`config.mk`:
```
export PLATFORM = sky130hd
export DESIGN_NAME = spare_row_redirect
export DESIGN_NICKNAME = d
export VERILOG_FILES = /design/src/rtl/redir_pkg.sv /design/src/rtl/redir_decode.sv /design/src/rtl/redir_port.sv /design/src/rtl/redir_census.sv /design/src/rtl/spare_row_redirect.sv
export SDC_FILE = /design/constraint.sdc
export NUM_CORES = 1
export LEC_CHECK = 0
export CORE_AREA = 2 2 64 127
export CTS_CLUSTER_DIAMETER = 60
export DETAILED_ROUTE_END_ITERATION = 8
export DIE_AREA = 0 0 66 129
export GPL_TIMING_DRIVEN = 0
export PLACE_DENSITY = 0.85
export SETUP_SLACK_MARGIN = 0.4
export SLEW_MARGIN = 10
export SYNTH_ARGS = -nofsm -noshare
export SYNTH_HDL_FRONTEND = slang
export SYNTH_SLANG_ARGS = --single-unit
```
`constraint.sdc`:
```
create_clock -name clk_i -period 0.8 [get_ports clk_i]
set_clock_uncertainty 0.2 [all_clocks]
set_input_delay 0.16 -clock clk_i [delete_from_list [all_inputs] [get_ports clk_i]]
set_output_delay 0.16 -clock clk_i [all_outputs]
set_load 0.02 [all_outputs]
```
`src/rtl/redir_pkg.sv`:
```
package redir_pkg;
  parameter int unsigned DEF_ROW_AW = 5;
  parameter int unsigned DEF_BLK_AW = 2;
  localparam int unsigned NUM_PORTS = 2;
  typedef enum logic {PORT_WR = 1'b0, PORT_RD = 1'b1} port_e;
endpackage

```
`src/rtl/redir_decode.sv`:
```
module redir_decode #(
  parameter int unsigned ROW_AW = redir_pkg::DEF_ROW_AW,
  localparam int unsigned ROWS = 1 << ROW_AW
) (
  input  logic              en_i,
  input  logic [ROW_AW-1:0] addr_i,
  output logic [ROWS-1:0]   sel_o
);
  for (genvar r = 0; r < ROWS; r++) begin : g_row
    assign sel_o[r] = en_i && (addr_i == ROW_AW'(r));
  end
endmodule

```
`src/rtl/redir_port.sv`:
```
module redir_port #(
  parameter int unsigned ROW_AW = redir_pkg::DEF_ROW_AW,
  parameter int unsigned BLK_AW = redir_pkg::DEF_BLK_AW,
  localparam int unsigned ROWS = 1 << ROW_AW,
  localparam int unsigned BLKS = 1 << BLK_AW,
  localparam int unsigned RPB  = ROWS / BLKS
) (
  input  logic [ROWS-1:0] sel_i,
  input  logic [ROWS-1:0] fault_i,
  output logic [ROWS-1:0] wl_o,
  output logic [BLKS-1:0] spare_o
);
  assign wl_o = sel_i & ~fault_i;

  // a group's spare follows any selected row in it that is flagged
  for (genvar b = 0; b < BLKS; b++) begin : g_blk
    assign spare_o[b] = |(sel_i[b*RPB +: RPB] & fault_i[b*RPB +: RPB]);
  end
endmodule

```
`src/rtl/redir_census.sv`:
```
module redir_census #(
  parameter int unsigned ROW_AW = redir_pkg::DEF_ROW_AW,
  parameter int unsigned BLK_AW = redir_pkg::DEF_BLK_AW,
  localparam int unsigned ROWS = 1 << ROW_AW,
  localparam int unsigned BLKS = 1 << BLK_AW,
  localparam int unsigned RPB  = ROWS / BLKS
) (
  input  logic [ROWS-1:0] fault_i,
  output logic            multi_o
);
  logic [BLKS-1:0] blk_multi;

  // x & (x-1) is nonzero only when x has two or more set bits
  for (genvar b = 0; b < BLKS; b++) begin : g_blk
    logic [RPB-1:0] slice;
    assign slice        = fault_i[b*RPB +: RPB];
    assign blk_multi[b] = |(slice & (slice - RPB'(1)));
  end

  assign multi_o = |blk_multi;
endmodule

```
`src/rtl/spare_row_redirect.sv`:
```
module spare_row_redirect #(
  parameter int unsigned ROW_AW = redir_pkg::DEF_ROW_AW,
  parameter int unsigned BLK_AW = redir_pkg::DEF_BLK_AW,
  localparam int unsigned ROWS = 1 << ROW_AW,
  localparam int unsigned BLKS = 1 << BLK_AW,
  localparam int unsigned RPB  = ROWS / BLKS
) (
  input  logic              clk_i,
  input  logic              rst_ni,
  input  logic              wr_en_i,
  input  logic [ROW_AW-1:0] wr_addr_i,
  input  logic              rd_en_i,
  input  logic [ROW_AW-1:0] rd_addr_i,
  input  logic [ROWS-1:0]   fault_i,
  output logic [ROWS-1:0]   wr_wl_o,
  output logic [ROWS-1:0]   rd_wl_o,
  output logic [BLKS-1:0]   wr_spare_o,
  output logic [BLKS-1:0]   rd_spare_o,
  output logic              unrepairable_o
);
  import redir_pkg::*;

  logic              port_en   [NUM_PORTS];
  logic [ROW_AW-1:0] port_addr [NUM_PORTS];
  logic [ROWS-1:0]   port_sel  [NUM_PORTS];
  logic [ROWS-1:0]   port_wl   [NUM_PORTS];
  logic [BLKS-1:0]   port_sp   [NUM_PORTS];
  logic              multi;

  assign port_en[PORT_WR]   = wr_en_i;
  assign port_addr[PORT_WR] = wr_addr_i;
  assign port_en[PORT_RD]   = rd_en_i;
  assign port_addr[PORT_RD] = rd_addr_i;

  for (genvar p = 0; p < NUM_PORTS; p++) begin : g_port
    redir_decode #(.ROW_AW(ROW_AW)) u_dec (
      .en_i  (port_en[p]),
      .addr_i(port_addr[p]),
      .sel_o (port_sel[p])
    );
    redir_port #(.ROW_AW(ROW_AW), .BLK_AW(BLK_AW)) u_port (
      .sel_i  (port_sel[p]),
      .fault_i(fault_i),
      .wl_o   (port_wl[p]),
      .spare_o(port_sp[p])
    );
  end

  redir_census #(.ROW_AW(ROW_AW), .BLK_AW(BLK_AW)) u_census (
    .fault_i(fault_i),
    .multi_o(multi)
  );

  always_ff @(posedge clk_i or negedge rst_ni) begin
    if (!rst_ni) begin
      wr_wl_o        <= '0;
      rd_wl_o        <= '0;
      wr_spare_o     <= '0;
      rd_spare_o     <= '0;
      unrepairable_o <= 1'b0;
    end else begin
      wr_wl_o        <= port_wl[PORT_WR];
      rd_wl_o        <= port_wl[PORT_RD];
      wr_spare_o     <= port_sp[PORT_WR];
      rd_spare_o     <= port_sp[PORT_RD];
      unrepairable_o <= multi;
    end
  end


  reset_clear_chk: assert property (@(posedge clk_i) !rst_ni |-> (wr_wl_o == '0 && rd_wl_o == '0
                                    && wr_spare_o == '0 && rd_spare_o == '0 && !unrepairable_o));

  wr_idle_chk: assert property (@(posedge clk_i) disable iff (!rst_ni)
                                !wr_en_i |=> (wr_wl_o == '0 && wr_spare_o == '0));

  rd_idle_chk: assert property (@(posedge clk_i) disable iff (!rst_ni)
                                !rd_en_i |=> (rd_wl_o == '0 && rd_spare_o == '0));

  wr_flag_low_chk: assert property (@(posedge clk_i) disable iff (!rst_ni)
                                    (wr_wl_o & $past(fault_i)) == '0);

  rd_flag_low_chk: assert property (@(posedge clk_i) disable iff (!rst_ni)
                                    (rd_wl_o & $past(fault_i)) == '0);

  wr_single_chk: assert property (@(posedge clk_i) disable iff (!rst_ni)
                                  $countones({wr_wl_o, wr_spare_o}) <= 1);

  rd_single_chk: assert property (@(posedge clk_i) disable iff (!rst_ni)
                                  $countones({rd_wl_o, rd_spare_o}) <= 1);

  for (genvar b = 0; b < BLKS; b++) begin : g_blk_chk

    spare_needs_flag_chk: assert property (@(posedge clk_i) disable iff (!rst_ni)
      (wr_spare_o[b] || rd_spare_o[b]) |-> ($past(fault_i[b*RPB +: RPB]) != '0));

    multi_flag_chk: assert property (@(posedge clk_i) disable iff (!rst_ni)
      ($countones(fault_i[b*RPB +: RPB]) > 1) |=> unrepairable_o);
  end
endmodule

```
==> flow_summary.ini, run 1 <==
[yosys]
synthFlopType = dfrtp_1
synth-edff-count = 0
synth_warnings = 0
syn_nets = 370
netlist_area_mm2 = 0.00331
syn_avg_cell_area_um2 = 10.2
async_flop_share = 1.00
ys_seq_area_frac = 0.552
synth.distinct_cells = 49
synth_cells = 324
synth-seq-cells = 73

[setup_path]
worstSetupPathType = input pin to flip-flop
cp_data_arrival_time_ns = 1.55
cp-end-kind = flip-flop
worstSetupStartpointType = input pin
worst-path-max-fanout = 5
required_ns = 0.83

[route]
vias = 3950
drt-wirelength-per-cell_um = 27.7
ant_nets = 0
routed_wirelength_mm = 16.5
drcViolationCount = 0
drtPass1Iterations = 6
vias_per_cell = 6.64
drt_iter0_drc = 418

[run_status]
status = finished, violations left
violations = negative hold slack, negative setup slack

[timing]
worst_slack_ns = -0.723
timing.final.crit_share = 1.90
slew_violations = 0
setup-violations-final = 143
tightest_slew_ns = 0.412
slew_headroom = 0.725
fin_crit_ns = 1.52
worst_hold_slack_ns = -0.562
rsz0062_at_grt = true
tns_ns = -48.63
fmax_mhz = 657
hold_viol_final = 122

[cts]
clock_path_buffers = 2
htreeDepth = 3
cts_sinks = 73
root_buffer = clkbuf_16
clk_pin_slew_ns = 0.05
cts_tree = done
numCtsBuffers = 9

[layout]
diodes = 0
fillers = 284
final_core_util = 0.893
area_growth_syn_to_layout_pct = 104
layout_commonest_cell = buf_6
fin_nets = 544
drive_above_1_share = 0.667
final_cell_mix = 105 x buf_6, 73 x dfrtp_1, 37 x nor3_2

[placed_design]
dpl_worst_slack_ns = -1.34
gp_congestion = 0.909
io_buffers = 107
hpwl_mm = 7.96

[floorplanning]
core-area_mm2 = 0.00754
fp.dieH_um = 129
floorplan.initialDensity = 0.439
die-area_mm2 = 0.00851
die_x_um = 66
rows = 45
io_pins = 119

[hold_path]
worstHoldPathType = input pin to asynchronous set/reset pin

[grt]
grt_pass1_wl_mm = 21.5
grt_max_degree = 40
grt_usage = 0.349
antenna_found_initial = 0
grt_overflow = 0
grt_pass1_vias = 3818

[pwr]
leakage_nw = 2.96
irDropWorstVdd_v = 0.00182
p_per_area_mw_per_mm2 = 1410

[run]
cap_violations = 0
==> cells by family (layout without fill, tap and decap cells) <==
kind of cell           after synthesis  after routing  share of synthesized area
AOI/OAI and AO/OA                   57             57                      0.123
and+or+nand+nor                    145            145                      0.244
buffers and inverters               39            216                     0.0480
DFF                                 73             73                      0.552
muxes                               10             10                     0.0325
==> state kept, by name, indices dropped and copies added (netlist names) <==
register	cells
wr_wl_o	32
wr_spare_o	4
rd_wl_o	32
rd_spare_o	4
unrepairable_o	1
==> critical path, cell delays in order <==
cell	delay [ns]
buf_8	0.10
or4b_4	0.54
buf_8	0.15
o32ai_2	0.19
a21oi_1	0.21
o211ai_1	0.20
==> stage by stage <==
stage          instance area, um2  instances  power (W)
2_1_floorplan                3690        324    0.00446
3_3_place_gp                 4880        525    0.00504
5_1_grt                      6740        595    0.00974
6_report                     6740        595    0.00952
3_5_place_dp                 4890        526    0.00507
4_1_cts                      6270        579    0.00905
==> layout make-up <==
| cell class | count | area, um2 | area share |
|---|---|---|---|
| well taps | 94 | 118 | 0.0175 |
| multi-input cells | 212 | 2300 | 0.342 |
| repair buffers | 163 | 1730 | 0.256 |
| flip-flops and latches | 73 | 1830 | 0.271 |
| plain buffers | 29 | 463 | 0.0687 |
| inverters | 10 | 37.5 | 0.00557 |
| clock buffers | 14 | 264 | 0.0392 |
==> metal layers <==
metal	part of all wire	GRT usage	vias up
li1	-	-	1560
met1	0.32	0.369	1954
met2	0.52	0.598	306
met3	0.077	0.0708	130
met4	0.087	0.251	0
met5	0	0	-
==> Yosys cell counts, types with 4 or more instances <==
master,instances,area (um2)
a21oi_1,10,50.1
a22oi_1,14,105
buf_1,5,18.8
buf_2,4,20.0
clkbuf_1,19,71.3
dfrtp_1,73,1830
inv_1,10,37.5
mux2_2,5,56.3
mux2i_1,4,40.0
nand2_1,13,48.8
nand2b_1,6,37.5
nand3_1,5,25.0
nand4_1,5,31.3
nor2_1,15,56.3
nor3_1,60,300
nor4_1,14,87.6
o21ai_0,5,25.0
o22ai_1,4,25.0
o32ai_1,4,35.0
==> power by group <==
group          switching, W  internal (W)
sequential        0.0000203       0.00373
combinational       0.00118      0.000886
clock               0.00146       0.00223
==> worst max path at each step <==
| stage | depth (start not counted) | from | endpoint | slack [ns] |
|---|---|---|---|---|
| 6_report | 6 | wr_addr_i[3] | wr_spare_o[0] | -0.72 |
| 5_1_grt | 6 | wr_addr_i[3] | wr_spare_o[0] | -0.70 |
| 4_1_cts | 6 | rd_addr_i[3] | rd_spare_o[0] | -0.56 |
| 3_5_place_dp | 6 | rd_addr_i[4] | rd_spare_o[0] | -1.34 |
| 3_3_place_gp | 1 | rst_ni | rd_wl_o[13] | -2.77 |
| 2_1_floorplan | 6 | rd_addr_i[2] | rd_spare_o[0] | -0.77 |
==> what timing repair did <==
action	4_1_cts	5_1_grt
setup buffers	38	16
endpoints found under the hold margin	127	121
setup endpoints to repair	185	185
pin swaps	52	26
gates resized for setup	759	68
cloned	1	0
Note: power is estimated with default switching activity, not from simulation.
==> run 2, diff against run 1 <==
--- a/config.mk
+++ b/config.mk
@@ -12,7 +12,6 @@
 export GPL_TIMING_DRIVEN = 0
 export PLACE_DENSITY = 0.85
 export SETUP_SLACK_MARGIN = 0.4
-export SLEW_MARGIN = 10
 export SYNTH_ARGS = -nofsm -noshare
 export SYNTH_HDL_FRONTEND = slang
 export SYNTH_SLANG_ARGS = --single-unit
==> run 2 against run 1 <==
  * The flow still finishes with violations (negative hold slack, negative setup slack)
  * Critical path type unchanged
  * Sequential cell count is the same
  * Sequential share of layout area rose by 0.27 points
  * Via count is 1.3% higher
  * Sequential power about the same
  * Global-route usage fell by 0.56 points
  * Utilization decreased by 0.88 points
  * Clock-buffer cell count is the same
  * Die area unchanged
  * First-iteration DRC count up 1.2%
  * Worst hold slack better by 0.076 ns
  * Cell area fell by 0.98%
==> flow_summary.ini, run 2 (synthesized netlist as in run 1, its figures left out) <==
[setup_path]
worstSetupStartpointType = input pin
cp_data_arrival_time_ns = 1.46
cp-end-kind = flip-flop
worstSetupPathType = input pin to flip-flop
startpoint = rd_addr_i[4]
required_ns = 0.88
worst-path-max-fanout = 8
crit_path_end = rd_spare_o[0]

[floorplanning]
die-area_mm2 = 0.00851
io_pins = 119
die_x_um = 66
fp.dieH_um = 129
rows = 45
floorplan.initialDensity = 0.439
core-area_mm2 = 0.00754

[layout]
final_core_util = 0.884
layout_commonest_cell = buf_6
fin_nets = 548
drive_above_1_share = 0.665
area_growth_syn_to_layout_pct = 102
fin_area_mm2 = 0.00667
fillers = 308
top_regs = rd_wl_o (32), wr_wl_o (32)
final_cell_mix = 105 x buf_6, 73 x dfrtp_1, 37 x nor3_2
diodes = 0

[pwr]
seqPwrFrac = 0.395
power.switching_w = 0.00268
irDropWorstVdd_v = 0.00164
comb_power_share = 0.218
clockPowerShare = 0.388
p_per_area_mw_per_mm2 = 1430
leakage_nw = 2.96
p_sw_frac = 0.281
power.internal_w = 0.00683

[run_status]
violations = negative hold slack, negative setup slack
status = finished, violations left

[route]
drt_iter0_drc = 423
drt-wirelength-per-cell_um = 28.9
routed_wirelength_mm = 17.3
ant_nets = 0
vias = 4001
drcViolationCount = 0
drtPass1Iterations = 5
vias_per_cell = 6.68

[grt]
grt_overflow = 0
grt_usage = 0.343
grt_pass1_wl_mm = 21.2
grt_max_degree = 74
antenna_found_initial = 0
grt_pass1_vias = 3813

[cts]
numCtsBuffers = 9
clock_path_buffers = 2
cts_tree = done
clk_pin_slew_ns = 0.05
htreeDepth = 3
root_buffer = clkbuf_16
cts_sinks = 73

[timing]
fmax_mhz = 723
setup-violations-final = 143
worst_slack_ns = -0.583
hold_viol_final = 126
slew_headroom = 0.625
worst_hold_slack_ns = -0.486
slew_violations = 0
timing.final.crit_share = 1.73
rsz0062_at_grt = true
tns_ns = -48.44
fin_crit_ns = 1.38
tightest_slew_ns = 0.562

[placed_design]
place_area_mm2 = 0.00487
io_buffers = 107
gp_congestion = 0.909
hpwl_mm = 7.85
dpl_worst_slack_ns = -1.34

[hold_path]
worstHoldPathType = input pin to asynchronous set/reset pin

[run]
cap_violations = 0
==> run 2: cell types whose count changed in the layout (fill, tap and decap cells not counted), moves of 2 or more <==
cell,delta
clkbuf_2,+2
clkdlybuf4s15_2,-3
clkbuf_8,-2
nand2_2,+2
buf_4,+8
a21oi_2,+2
==> run 2: worst min path at each step <==
stage	start	endpoint	slack [ns]	cells after the start
floorplan	rst_ni	rd_spare_o[0]	-0.34	0
global placement	fault_i[17]	rd_wl_o[17]	0.19	2
detailed placement	rst_ni	wr_spare_o[3]	0.13	1
CTS	rst_ni	wr_spare_o[3]	-0.41	1
global route	rst_ni	wr_wl_o[25]	-0.45	1
finish	rst_ni	wr_wl_o[25]	-0.49	1
==> run 2: area by class of cell <==
type                            count  area, um2  area share
Multi-Input combinational cell    212       2270       0.340
Sequential cell                    73       1830       0.274
Timing Repair Buffer              167       1700       0.255
Buffer                             29        452      0.0677
Clock buffer                       14        264      0.0396
Tap cell                           94        118      0.0176
Inverter                           10       37.5     0.00563
==> run 2: worst max-delay path, stage by stage <==
cell and delay (ns):
buf_8 0.11, or4b_4 0.52, buf_6 0.15, o32ai_4 0.22, mux2_4 0.18, or2_1 0.11
==> run 2: through the flow <==
| step | instances | total power (W) |
|---|---|---|
| 4_1_cts | 573 | 0.00894 |
| 3_3_place_gp | 525 | 0.00504 |
| 2_1_floorplan | 324 | 0.00446 |
| 5_1_grt | 599 | 0.00973 |
| 3_5_place_dp | 525 | 0.00506 |
| 6_report | 599 | 0.00951 |
==> run 2: power groups by stage <==
stage / Sequential [W] / Combinational (W) / Clock (W)
after floorplan: 0.00386 / 0.000601 / 0
after global placement: 0.00381 / 0.00123 / 0
after detailed placement: 0.00381 / 0.00125 / 0
after CTS: 0.00375 / 0.00158 / 0.00361
after global routing: 0.00375 / 0.00212 / 0.00385
final: 0.00375 / 0.00207 / 0.00369
==> run 2: metal layers <==
metal	vias up	track usage	part of all wire
li1	1564	-	-
met1	1921	0.358	0.31
met2	369	0.596	0.51
met3	147	0.0787	0.082
met4	0	0.229	0.093
met5	-	0	0
==> run 2: what timing repair did <==
item | 4_1_cts | 5_1_grt
resized for setup | 705 | 129
hold endpoints to repair | 121 | 129
gates cloned | 0 | 1
pin swaps | 49 | 46
buffers inserted | 34 | 25
setup endpoints to repair | 219 | 219
